## src/rtl/dbg_cmp_pkg.sv

```systemverilog
package dbg_cmp_pkg;
  localparam int CMP_N   = 3;
  localparam int CTL_W   = 8;
  localparam int B_EN    = 0;
  localparam int B_RWE   = 1;
  localparam int B_RW    = 2;
  localparam int B_TAG   = 3;
  localparam int B_SZE   = 4;
  localparam int B_SZ    = 5;
  localparam int B_INV   = 6;

  typedef struct packed {
    logic [CMP_N-1:0] ctlWr;
    logic [CMP_N-1:0] adrWr;
    logic             datWr;
  } dbg_strobe_t;

  // implemented control bits per comparator (0 = A, 1 = B, 2 = C)
  function automatic logic [CTL_W-1:0] ctlMask(input int idx);
    case (idx)
      0:       return 8'h5F;
      1:       return 8'h3F;
      default: return 8'h0F;
    endcase
  endfunction
endpackage

```

## src/rtl/dbg_cmp_ctrl.sv

```systemverilog
module dbg_cmp_ctrl
  import dbg_cmp_pkg::*;
(
  input  logic        clk,
  input  logic        rstN,
  input  logic [1:0]  winSel,
  input  logic [1:0]  regOfs,
  input  logic        regWrEn,
  input  logic        armed,
  output dbg_strobe_t strobe
);
  logic winOk;
  assign winOk = regWrEn && !armed && (winSel != 2'b11);

  always_comb begin
    strobe = '0;
    if (winOk) begin
      case (regOfs)
        2'd0: strobe.ctlWr[winSel] = 1'b1;
        2'd1: strobe.adrWr[winSel] = 1'b1;
        2'd2: strobe.datWr = (winSel == 2'b00);
        default: ;
      endcase
    end
  end

  // no strobe may leave while the debug logic is armed
  p_lock_armed_r3: assert property (@(posedge clk) disable iff (!rstN)
    armed |-> (strobe == '0));

  // at most one register is addressed per write
  p_single_target_r1: assert property (@(posedge clk) disable iff (!rstN)
    $onehot0({strobe.ctlWr, strobe.adrWr, strobe.datWr}));

  // the unused window select produces no strobe
  p_sel3_inert_r2: assert property (@(posedge clk) disable iff (!rstN)
    (winSel == 2'b11) |-> (strobe == '0));
endmodule

```

## src/rtl/dbg_cmp_datapath.sv

```systemverilog
module dbg_cmp_datapath
  import dbg_cmp_pkg::*;
#(
  parameter int W = 16
) (
  input  logic             clk,
  input  logic             rstN,
  input  dbg_strobe_t      strobe,
  input  logic [1:0]       winSel,
  input  logic [1:0]       regOfs,
  input  logic [W-1:0]     regWdata,
  output logic [W-1:0]     regRdata,
  input  logic             busValid,
  input  logic [W-1:0]     busAddr,
  input  logic [W-1:0]     busData,
  input  logic             busRead,
  input  logic             busByte,
  output logic [CMP_N-1:0] matchOut
);
  logic [CTL_W-1:0] ctlQ [CMP_N];
  logic [W-1:0]     adrQ [CMP_N];
  logic [W-1:0]     datQ;
  logic [CMP_N-1:0] hitD;
  logic [CMP_N-1:0] matchQ;

  always_ff @(posedge clk or negedge rstN) begin
    if (!rstN)             datQ <= '0;
    else if (strobe.datWr) datQ <= regWdata;
  end

  for (genvar g = 0; g < CMP_N; g++) begin : gCmp
    logic addrOk, rwOk, sizeOk, dataOk;

    always_ff @(posedge clk or negedge rstN) begin
      if (!rstN) begin
        ctlQ[g] <= '0;
        adrQ[g] <= '0;
      end else begin
        if (strobe.ctlWr[g]) ctlQ[g] <= regWdata[CTL_W-1:0] & ctlMask(g);
        if (strobe.adrWr[g]) adrQ[g] <= regWdata;
      end
    end

    assign addrOk = (busAddr == adrQ[g]);
    assign rwOk   = !ctlQ[g][B_RWE] || (busRead == ctlQ[g][B_RW]);
    assign sizeOk = ctlQ[g][B_TAG] || !ctlQ[g][B_SZE] || (busByte == ctlQ[g][B_SZ]);

    if (g == 0) begin : gData
      assign dataOk = ctlQ[g][B_TAG] || ((busData == datQ) ^ ctlQ[g][B_INV]);
    end else begin : gNoData
      assign dataOk = 1'b1;
    end

    assign hitD[g] = busValid && ctlQ[g][B_EN] && addrOk && rwOk && sizeOk && dataOk;

    // a disabled comparator stays silent in the following cycle
    p_enable_gate_r7: assert property (@(posedge clk) disable iff (!rstN)
      !ctlQ[g][B_EN] |=> !matchOut[g]);
  end

  always_ff @(posedge clk or negedge rstN) begin
    if (!rstN) matchQ <= '0;
    else       matchQ <= hitD;
  end
  assign matchOut = matchQ;

  always_comb begin
    regRdata = '0;
    if (winSel != 2'b11) begin
      case (regOfs)
        2'd0: regRdata = W'(ctlQ[winSel]);
        2'd1: regRdata = adrQ[winSel];
        2'd2: if (winSel == 2'b00) regRdata = datQ;
        default: ;
      endcase
    end
  end

  // no access, no match one cycle later
  p_valid_needed_r6: assert property (@(posedge clk) disable iff (!rstN)
    !busValid |=> (matchOut == '0));

  // the unused window always reads zero
  p_sel3_reads_zero_r2: assert property (@(posedge clk) disable iff (!rstN)
    (winSel == 2'b11) |-> (regRdata == '0));
endmodule

```

## src/rtl/dbg_cmp_bank.sv

```systemverilog
module dbg_cmp_bank
  import dbg_cmp_pkg::*;
#(
  parameter int W = 16
) (
  input  logic             clk,
  input  logic             rstN,
  input  logic [1:0]       winSel,
  input  logic [1:0]       regOfs,
  input  logic             regWrEn,
  input  logic [W-1:0]     regWdata,
  output logic [W-1:0]     regRdata,
  input  logic             armed,
  input  logic             busValid,
  input  logic [W-1:0]     busAddr,
  input  logic [W-1:0]     busData,
  input  logic             busRead,
  input  logic             busByte,
  output logic [CMP_N-1:0] matchOut
);
  dbg_strobe_t strobe;

  dbg_cmp_ctrl i_ctrl (
    .clk     (clk),
    .rstN    (rstN),
    .winSel  (winSel),
    .regOfs  (regOfs),
    .regWrEn (regWrEn),
    .armed   (armed),
    .strobe  (strobe)
  );

  dbg_cmp_datapath #(.W(W)) i_dp (
    .clk      (clk),
    .rstN     (rstN),
    .strobe   (strobe),
    .winSel   (winSel),
    .regOfs   (regOfs),
    .regWdata (regWdata),
    .regRdata (regRdata),
    .busValid (busValid),
    .busAddr  (busAddr),
    .busData  (busData),
    .busRead  (busRead),
    .busByte  (busByte),
    .matchOut (matchOut)
  );
endmodule

```

## config.mk

```make
export PLATFORM = sky130hd
export DESIGN_NAME = dbg_cmp_bank
export DESIGN_NICKNAME = d
export VERILOG_FILES = /design/src/rtl/dbg_cmp_pkg.sv /design/src/rtl/dbg_cmp_ctrl.sv /design/src/rtl/dbg_cmp_datapath.sv /design/src/rtl/dbg_cmp_bank.sv
export SDC_FILE = /design/constraint.sdc
export NUM_CORES = 1
export LEC_CHECK = 0
export ABC_AREA = 1
export BUFFER_PORTS_ARGS = -buffer_cell sky130_fd_sc_hd__buf_4
export CAP_MARGIN = 20
export CORE_ASPECT_RATIO = 0.8
export CORE_MARGIN = 5
export CORE_UTILIZATION = 30
export DETAILED_ROUTE_END_ITERATION = 8
export PLACE_DENSITY = 0.55
export SLEW_MARGIN = 20
export SYNTH_ARGS = -nofsm -noshare
export SYNTH_HDL_FRONTEND = slang
export SYNTH_HIERARCHICAL = 1
export SYNTH_SLANG_ARGS = --single-unit
export TNS_END_PERCENT = 20
```

## constraint.sdc

```tcl
create_clock -name clk -period 1.3 [get_ports clk]
set_input_delay 0 -clock clk [delete_from_list [all_inputs] [get_ports clk]]
set_output_delay 0 -clock clk [all_outputs]
set_load 0.02 [all_outputs]
```

# After elaboration in Yosys (flattened, before gate mapping)

Cells that the tools add are included.

Bits in registers: 83
Bits of input ports: 59
Output and inout port bits: 19
Logic and storage cells: 71

Equal/unequal tests: 11
Magnitude comparators: 3
Bitwise operators: 3
Reductions and logical operators: 31
Muxes and demuxes: 15

Operators with widths:

| operator           | count |
|---|---|
| $eq 16x16->1       | 4 |
| $mux 16            | 4 |
| $pmux 16 s3        | 1 |
| $bmux 16 s2        | 1 |
| $bmux 8 s2         | 1 |
| $mux 8             | 2 |
| $logic_and 1x1->1  | 15 |
| $logic_or 1x1->1   | 8 |
| $mux 7             | 1 |
| $logic_not 1->1    | 6 |
| $mux 3             | 2 |
| $eq 1x1->1         | 4 |
| $logic_not 2->1    | 2 |
| $ge 3x3->1 const B | 1 |
| $lt 2x3->1 const B | 1 |
| $not 2->3          | 1 |
| $demux 1 s2        | 1 |
| $eq 2x1->1 const B | 1 |
| $eq 2x2->1 const B | 1 |
| $ge 2x1->1 const B | 1 |
| $mux 1             | 2 |
| $ne 2x2->1 const B | 1 |
| $not 1->1          | 1 |
| $xor 1x1->1        | 1 |

# Logic depth before layout (Yosys ltp)

Gate-level depths: netlist of run 1.

Depth in word-level cells: 6
Gate-level depth with buffers: 10
Depth with buffers taken out: 10

# By module

Netlist of run 1, hierarchy kept.

By module, submodules not included:

| module           | area an instance (um^2) | times used | cells each |
|---|---|---|---|
| dbg_cmp_datapath | 4631.9                  | 1          | 604 |
| dbg_cmp_ctrl     | 98.8                    | 1          | 23 |

# Worst setup path before layout of run 1

OpenSTA, ideal clock, no wires.

Path type: flip-flop to flip-flop
Start point: register i_dp.datQ[15]
End point: register i_dp.matchQ[0] (netlist: i_dp/matchOut[0])
Setup time: 0.077 ns
Arrival time: 0.971 ns
Clock period less this slack: 1.048 ns
Setup slack: 0.252 ns
Data required time: 1.223 ns
Cell stages (with the launch flop): 10
Path buffers: 0
Cells stage by stage: dfrtp_1 nand2_1 nand2_1 nor2_1 nand2_1 nor2_1 nand2_1 nand2_1 nand2_1 a21oi_1

Cells in the longest elaborated chain, start to end: 4

Ends and longest elaborated chain:

| element                | RTL line               | text |
|---|---|---|
| from (decl)            | dbg_cmp_datapath.sv:22 | `logic [W-1:0] datQ;` |
| from (signal assigned) | dbg_cmp_datapath.sv:28 | `else if (strobe.datWr) datQ <= regWdata;` |
| $eq 16x16->1           | dbg_cmp_datapath.sv:49 | `assign dataOk = ctlQ[g][B_TAG] \|\| ((busData == datQ) ^ ctlQ[g][B_INV]);` |
| $xor 1x1->1            | dbg_cmp_datapath.sv:49 |  |
| $logic_or 1x1->1       | dbg_cmp_datapath.sv:49 |  |
| $logic_and 1x1->1      | dbg_cmp_datapath.sv:54 | `assign hitD[g] = busValid && ctlQ[g][B_EN] && addrOk && rwOk && sizeOk && dataOk;` |
| via i_dp.hitD[0]       | dbg_cmp_datapath.sv:23 | `logic [CMP_N-1:0] hitD;` |
| to (signal assigned)   | dbg_cmp_datapath.sv:63 | `else matchQ <= hitD;` |
| to (decl)              | dbg_cmp_datapath.sv:24 | `logic [CMP_N-1:0] matchQ;` |

The timed path passes the listed nets, and every way through them passes these cells.
A chain may end at the register's enable or synchronous reset.

# Worst setup path in the final report of run 1

Start point: register i_dp/ctlQ[20] (netlist name)
End point: output port regRdata[4]

Cells in the longest elaborated chain, start to end: 5

Ends and longest elaborated chain:

| element                                   | RTL line               | text |
|---|---|---|
| from (decl)                               | dbg_cmp_datapath.sv:20 | `logic [CTL_W-1:0] ctlQ [CMP_N];` |
| from (signal, indexed assignment)         | dbg_cmp_datapath.sv:39 | `if (strobe.ctlWr[g]) ctlQ[g] <= regWdata[CTL_W-1:0] & ctlMask(g);` |
| $bmux 8 s2                                | dbg_cmp_datapath.sv:71 | `2'd0: regRdata = W'(ctlQ[winSel]);` |
| $mux 8 (implied by the code) (2 in a row) | dbg_cmp_datapath.sv:71 |  |
| $pmux 16 s3                               | dbg_cmp_datapath.sv:70 | `case (regOfs)` |
| $mux 16                                   | dbg_cmp_datapath.sv:69 | `if (winSel != 2'b11) begin` |
| to (decl)                                 | dbg_cmp_bank.sv:12     | `output logic [W-1:0] regRdata,` |

Every way passes these cells. The select of a mux whose other input is x is not followed.

==> results.yml, run 1 <==
pwr:
  p_per_area_nw_per_um2: 1390
  p_total_mw: 9.15
  ir_worst_vdd_mv: 0.660
  p_leak_nw: 3.12
setup_path:
  reg2reg_depth: 8
  path_class: "reg -> out"
  max_stage_delay_ns: 0.37
  r2r-start: "i_dp/adrQ[35]"
  critPathMaxFanout: 2
  crit_chain: "inv_1, o22ai_1, o21ai_2, o22ai_2, buf_6"
  r2r_setup_slack_ns: -0.01
  cp.required_ns: 1.30
  critical_path_arrival_ns: 1.38
  crit_start: "i_dp/ctlQ[20]"
  cp_slowest_cell: "dfrtp_1"
  cp-end-kind: "output port"
  crit_path_start_kind: "flop"
  reg2reg_to: "i_dp/matchOut[0]"
clock_network:
  cts_made_buffers: 9
  clock_latency_ns: 0.34
  cts_root_buffer: "clkbuf_16"
  cts_tree: "built"
  clockBufferDepth: 2
  clk_pin_slew_ns: 0.06
  clkSinkCount: 83
  htree_levels: 3
logic_synthesis:
  async_flop_share_pct: 100
  synth_edf_count: 0
  netlist_top_cells_count: "nand2_1, inv_1, dfrtp_1, o21ai_0, o22ai_1"
  postSynthCellCount: 627
  syn_nets: 686
  seq_area_frac_synth_pct: 43.9
  netlist_area_um2: 4730
  synth.distinct_cells: 35
  synth_area_leader_cell: "dfrtp_1"
  synth.most_common_cell: "nand2_1"
  synth_ff_type: "dfrtp_1"
  ys_seq_elements: 83
  syn_avg_cell_area_um2: 7.55
  yosys.area.top_type_share_pct: 43.9
  netlist_top_cells_area: "dfrtp_1, nand2_1, inv_1"
  ys_warn_count: 6
sta:
  timing.final.ws_setup_ns: -0.0848
  fin_tns_setup_ns: -0.346
  finalHoldViolCount: 0
  clock_skew_ns: 0.00565
  slew_violations: 0
  worst_pin_slew_ns: 0.489
  rsz0062_at_grt: "true"
  finalCritPeriodShare_pct: 107
  setup_viol: 11
  finalHoldWorstSlack_ns: 0.0410
  max_freq_mhz: 722
  relSlewSlack_pct: 67.4
  layout_min_cycle_time_ns: 1.38
floorplan:
  initial_core_util_pct: 30.2
  fp.dieH_um: 122
  die_w_um: 150
  die_area_um2: 18400
  coreArea_um2: 15600
  io_pins: 78
  row_count: 41
hold_path:
  min-delay-start: "busAddr[13]"
  hold_end: "i_dp/matchOut[2]"
  min_path_type: "in -> reg"
  whs_path_depth: 4
finish:
  fin_util_pct: 42.2
  area_growth_pct: 39.5
  fin_cells: 981
  final_nets: 820
  design_area_um2: 6600
  drive_above_1_share_pct: 27.5
  num_antenna_cells: 0
outcome:
  status: "complete, but fails checks"
  violations: "setup timing"
grt:
  grt_max_degree: 30
  antenna_found_initial: 0
  grt_pass1_wl_mm: 26.3
  grt_usage_pct: 18.9
  grt.overflow.total: 0
  grt_pass1_vias: 4571
detailed_routing:
  wl_per_cell_um: 17.3
  vias: 4706
  routed_wl_mm: 17.0
  drtIter0Drc: 463
  ant_nets: 0
  wl_met2_mm: 7.32
  top_layer_used: "met4"
  dr.pass1.iters: 5
  drc: 0
  wl_met3_mm: 1.11
  via_per_inst: 4.80
  wl_met1_mm: 8.41
place:
  dp_hpwl_mm: 13.0
  gp_congestion: 0.868
  dp_slack_ns: -0.0188
  place_area_um2: 5820
  placedCellCount: 935
  io_buffers: 77
run:
  drv_cap: 0
## critical path: cells and delay by family, from the launching register on
family / cells / cell delay, ns
compound gates: 3 / 0.46
buf+inv: 2 / 0.21
flops: 1 / 0.37
## area by class of cell
type / count / area, µm²
Clock inverter: 4 / 97.6
Tap cell: 215 / 269
Sequential cell: 83 / 2080
Multi-Input combinational cell: 411 / 2280
Fill cell: 1609 / 9050
Timing Repair Buffer: 142 / 1200
Clock buffer: 12 / 246
Inverter: 114 / 430
## timing repair
| action | 4_1_cts | 5_1_grt |
|---|---|---|
| endpoints found under the setup margin | 16 | 18 |
| cloned | 0 | 0 |
| pin swaps | 18 | 11 |
| hold buffers | 18 | 0 |
| resized for setup | 27 | 27 |
| buffers inserted | 8 | 4 |
| endpoints found under the hold margin | 109 | 0 |
## registers in the layout, summed over array words and instances, names as in the netlist
register	flops
i_dp/matchOut	3
i_dp/ctlQ	16
i_dp/datQ	16
i_dp/adrQ	48
## kinds of logic (layout without fill, tap and decap cells)
| group | after synthesis | count (layout) | synth area share [%] |
|---|---|---|---|
| compound gates | 158 | 158 | 20.1 |
| mux | 9 | 9 | 2.14 |
| xor+xnor | 16 | 16 | 2.96 |
| flops | 83 | 83 | 43.9 |
| buf+inv | 133 | 272 | 11.1 |
| simple gates | 228 | 228 | 19.8 |
## metal layers
metal  global-route usage, %  vias up
li1                        -     2316
met1                    28.3     2221
met2                    28.3      160
met3                    4.17        9
met4                    3.14        0
met5                       0        -
## how the worst max path moves through the flow
stage,to,slack [ns],depth (start not counted)
after global placement,i_dp/matchOut[0],0.003,10
after CTS,regRdata[3],-0.1,4
after global routing,regRdata[5],-0.14,5
after detailed placement,i_dp/matchOut[0],-0.02,10
final,regRdata[4],-0.08,5
after floorplan,i_dp/matchOut[0],0.25,9
## placed cells by master, fill, tap and decap left out, types with 4 or more instances in the layout
| cell | n |
|---|---|
| inv_1 | 95 |
| nor2_2 | 8 |
| o22ai_2 | 8 |
| clkbuf_16 | 9 |
| buf_6 | 6 |
| nand2_1 | 162 |
| a21oi_2 | 5 |
| nor2_1 | 31 |
| a21oi_1 | 5 |
| nand3_1 | 9 |
| nand4_1 | 4 |
| inv_2 | 18 |
| xor2_1 | 7 |
| o21ai_0 | 74 |
| xnor2_1 | 9 |
| dlygate4sd3_1 | 18 |
| buf_4 | 113 |
| o22ai_1 | 32 |
| o21ai_2 | 4 |
| mux2_2 | 9 |
| buf_12 | 5 |
| nor3_1 | 4 |
| nor2_4 | 5 |
| dfrtp_1 | 83 |
## report_power, final
group / switching [mW] / total [mW] / internal, mW / leakage (nW)
registers: 0.419 / 3.58 / 3.16 / 0.960
clock network: 1.05 / 2.99 / 1.93 / 0.163
logic: 1.48 / 2.58 / 1.10 / 2.00
total: 2.95 / 9.15 / 6.19 / 3.12
Note: power is estimated with default switching activity, not from simulation.
==> inputs of run 2 (changes only) <==
--- a/config.mk
+++ b/config.mk
@@ -8,11 +8,13 @@
 export ABC_AREA = 1
 export BUFFER_PORTS_ARGS = -buffer_cell sky130_fd_sc_hd__buf_4
 export CAP_MARGIN = 20
+export CELL_PAD_IN_SITES_DETAIL_PLACEMENT = 0
+export CELL_PAD_IN_SITES_GLOBAL_PLACEMENT = 1
 export CORE_ASPECT_RATIO = 0.8
 export CORE_MARGIN = 5
 export CORE_UTILIZATION = 30
 export DETAILED_ROUTE_END_ITERATION = 8
-export PLACE_DENSITY = 0.55
+export PLACE_DENSITY = 0.68
 export SLEW_MARGIN = 20
 export SYNTH_ARGS = -nofsm -noshare
 export SYNTH_HDL_FRONTEND = slang
==> results.yml, run 2 (synthesized netlist as in run 1, its figures left out) <==
hold_path:
  whs_path_depth: 4
  min_path_type: "in -> reg"
detailed_routing:
  ant_nets: 0
  via_per_inst: 4.94
  vias: 4881
  wl_per_cell_um: 17.9
  dr.pass1.iters: 5
  routed_wl_mm: 17.7
  drtIter0Drc: 400
  drc: 0
sta:
  fin_tns_setup_ns: -0.164
  slew_violations: 0
  relSlewSlack_pct: 72.6
  clock_skew_ns: 0.00631
  finalHoldWorstSlack_ns: 0.0459
  worst_pin_slew_ns: 0.410
  max_freq_mhz: 750
  setup_viol: 9
  finalCritPeriodShare_pct: 103
  finalHoldViolCount: 0
  layout_min_cycle_time_ns: 1.33
  rsz0062_at_grt: "true"
  timing.final.ws_setup_ns: -0.0328
floorplan:
  die_w_um: 150
  initial_core_util_pct: 30.2
  row_count: 41
  io_pins: 78
  coreArea_um2: 15600
  die_area_um2: 18400
  fp.dieH_um: 122
grt:
  grt_usage_pct: 19.7
  grt.overflow.total: 0
  grt_pass1_vias: 4821
  antenna_found_initial: 0
  grt_max_degree: 34
  grt_pass1_wl_mm: 27.2
run:
  drv_cap: 0
finish:
  largest_reg_flops: 48
  layout_common_cells: "nand2_1, buf_4, inv_1, dfrtp_1, o21ai_0"
  drive_above_1_share_pct: 30.1
  final_common_cell: "nand2_1"
  final_nets: 827
  top_register: "i_dp/adrQ"
  top_regs: "i_dp/adrQ x48, i_dp/ctlQ x16, i_dp/datQ x16"
  fin_util_pct: 42.6
  area_growth_pct: 40.8
  num_antenna_cells: 0
  n_fill_cell: 1612
pwr:
  p_per_area_nw_per_um2: 1350
  p_total_mw: 8.97
  ir_worst_vdd_mv: 0.700
  p_leak_nw: 3.16
setup_path:
  cp.required_ns: 1.30
  crit_path_start_kind: "flop"
  cp-end-kind: "output port"
  critical_path_arrival_ns: 1.33
  path_class: "reg -> out"
  reg2reg_depth: 5
  critPathMaxFanout: 3
clock_network:
  cts_tree: "built"
  cts_made_buffers: 9
  clock_latency_ns: 0.34
  cts_root_buffer: "clkbuf_16"
  clockBufferDepth: 2
  clkSinkCount: 83
  clk_pin_slew_ns: 0.07
  htree_levels: 3
place:
  dp_slack_ns: -0.0414
  io_buffers: 77
  dp_hpwl_mm: 13.7
  gp_congestion: 0.986
outcome:
  status: "complete, but fails checks"
  violations: "setup timing"
-- run 2: cell count changes in the layout (fill, tap and decap cells not counted), sizes merged --
| cell | before | now |
|---|---|---|
| clkinv | 0 | 3 |
| buf | 124 | 131 |
| clkbuf | 12 | 11 |
| bufinv | 3 | 1 |
-- run 2: layout make-up --
type,count,area (µm²),share of cell area [%]
inverter,114,433,6.50
clock buffer,11,243,3.64
timing repair buffer,149,1240,18.7
sequential,83,2080,31.2
clock inverter,5,52.6,0.789
tap,215,269,4.04
multi-input combinational,411,2340,35.2
-- run 2: power by group --
part | internal, mW | total [mW] | switching [mW] | leakage, nW
Sequential | 3.16 | 3.59 | 0.421 | 0.958
Clock | 1.53 | 2.59 | 1.06 | 0.145
Combinational | 1.21 | 2.80 | 1.58 | 2.06
Total | 5.91 | 8.97 | 3.06 | 3.16
-- run 2: worst paths after layout --
kind / start / end / slack (ns)
worst min-delay path: busAddr[5] / i_dp/matchOut[2] / 0.05
min in group asynchronous: rstN / i_dp/datQ[10] / 0.12
max in group asynchronous: rstN / i_dp/adrQ[0] / 0.68
worst max-delay path: i_dp/adrQ[36] / regRdata[4] / -0.03
worst max register to register: i_dp/adrQ[18] / i_dp/matchOut[1] / 0.03
worst min register to register: i_dp/ctlQ[3] / i_dp/ctlQ[3] / 0.53
-- run 2: critical path, cell delays in order, from the launching register on --
cell	delay, ns
dfrtp_1	0.39
inv_2	0.08
o22ai_1	0.08
o21ai_1	0.16
o22ai_2	0.11
buf_4	0.17
-- run 2: routing by layer --
layer,global-route usage [%],routed length (µm),vias up
met1,28.2,8190,2345
met5,0,0,-
met4,5.37,263,0
met2,30.1,7840,181
met3,4.50,1390,18
li1,-,-,2337
-- run 2: repair_timing --
item / 4_1_cts / 5_1_grt
pin swaps: 13 / 13
hold endpoints to repair: 164 / 0
gates resized for setup: 45 / 35
setup buffers: 15 / 5
endpoints found under the setup margin: 15 / 19
hold buffers: 18 / 0
-- run 2: stage by stage --
step / instance area, µm² / std cells
finish: 6660 / 988
global route: 6660 / 988
CTS: 6480 / 983
detailed placement: 5780 / 934
global placement: 5780 / 934
floorplan: 4730 / 627
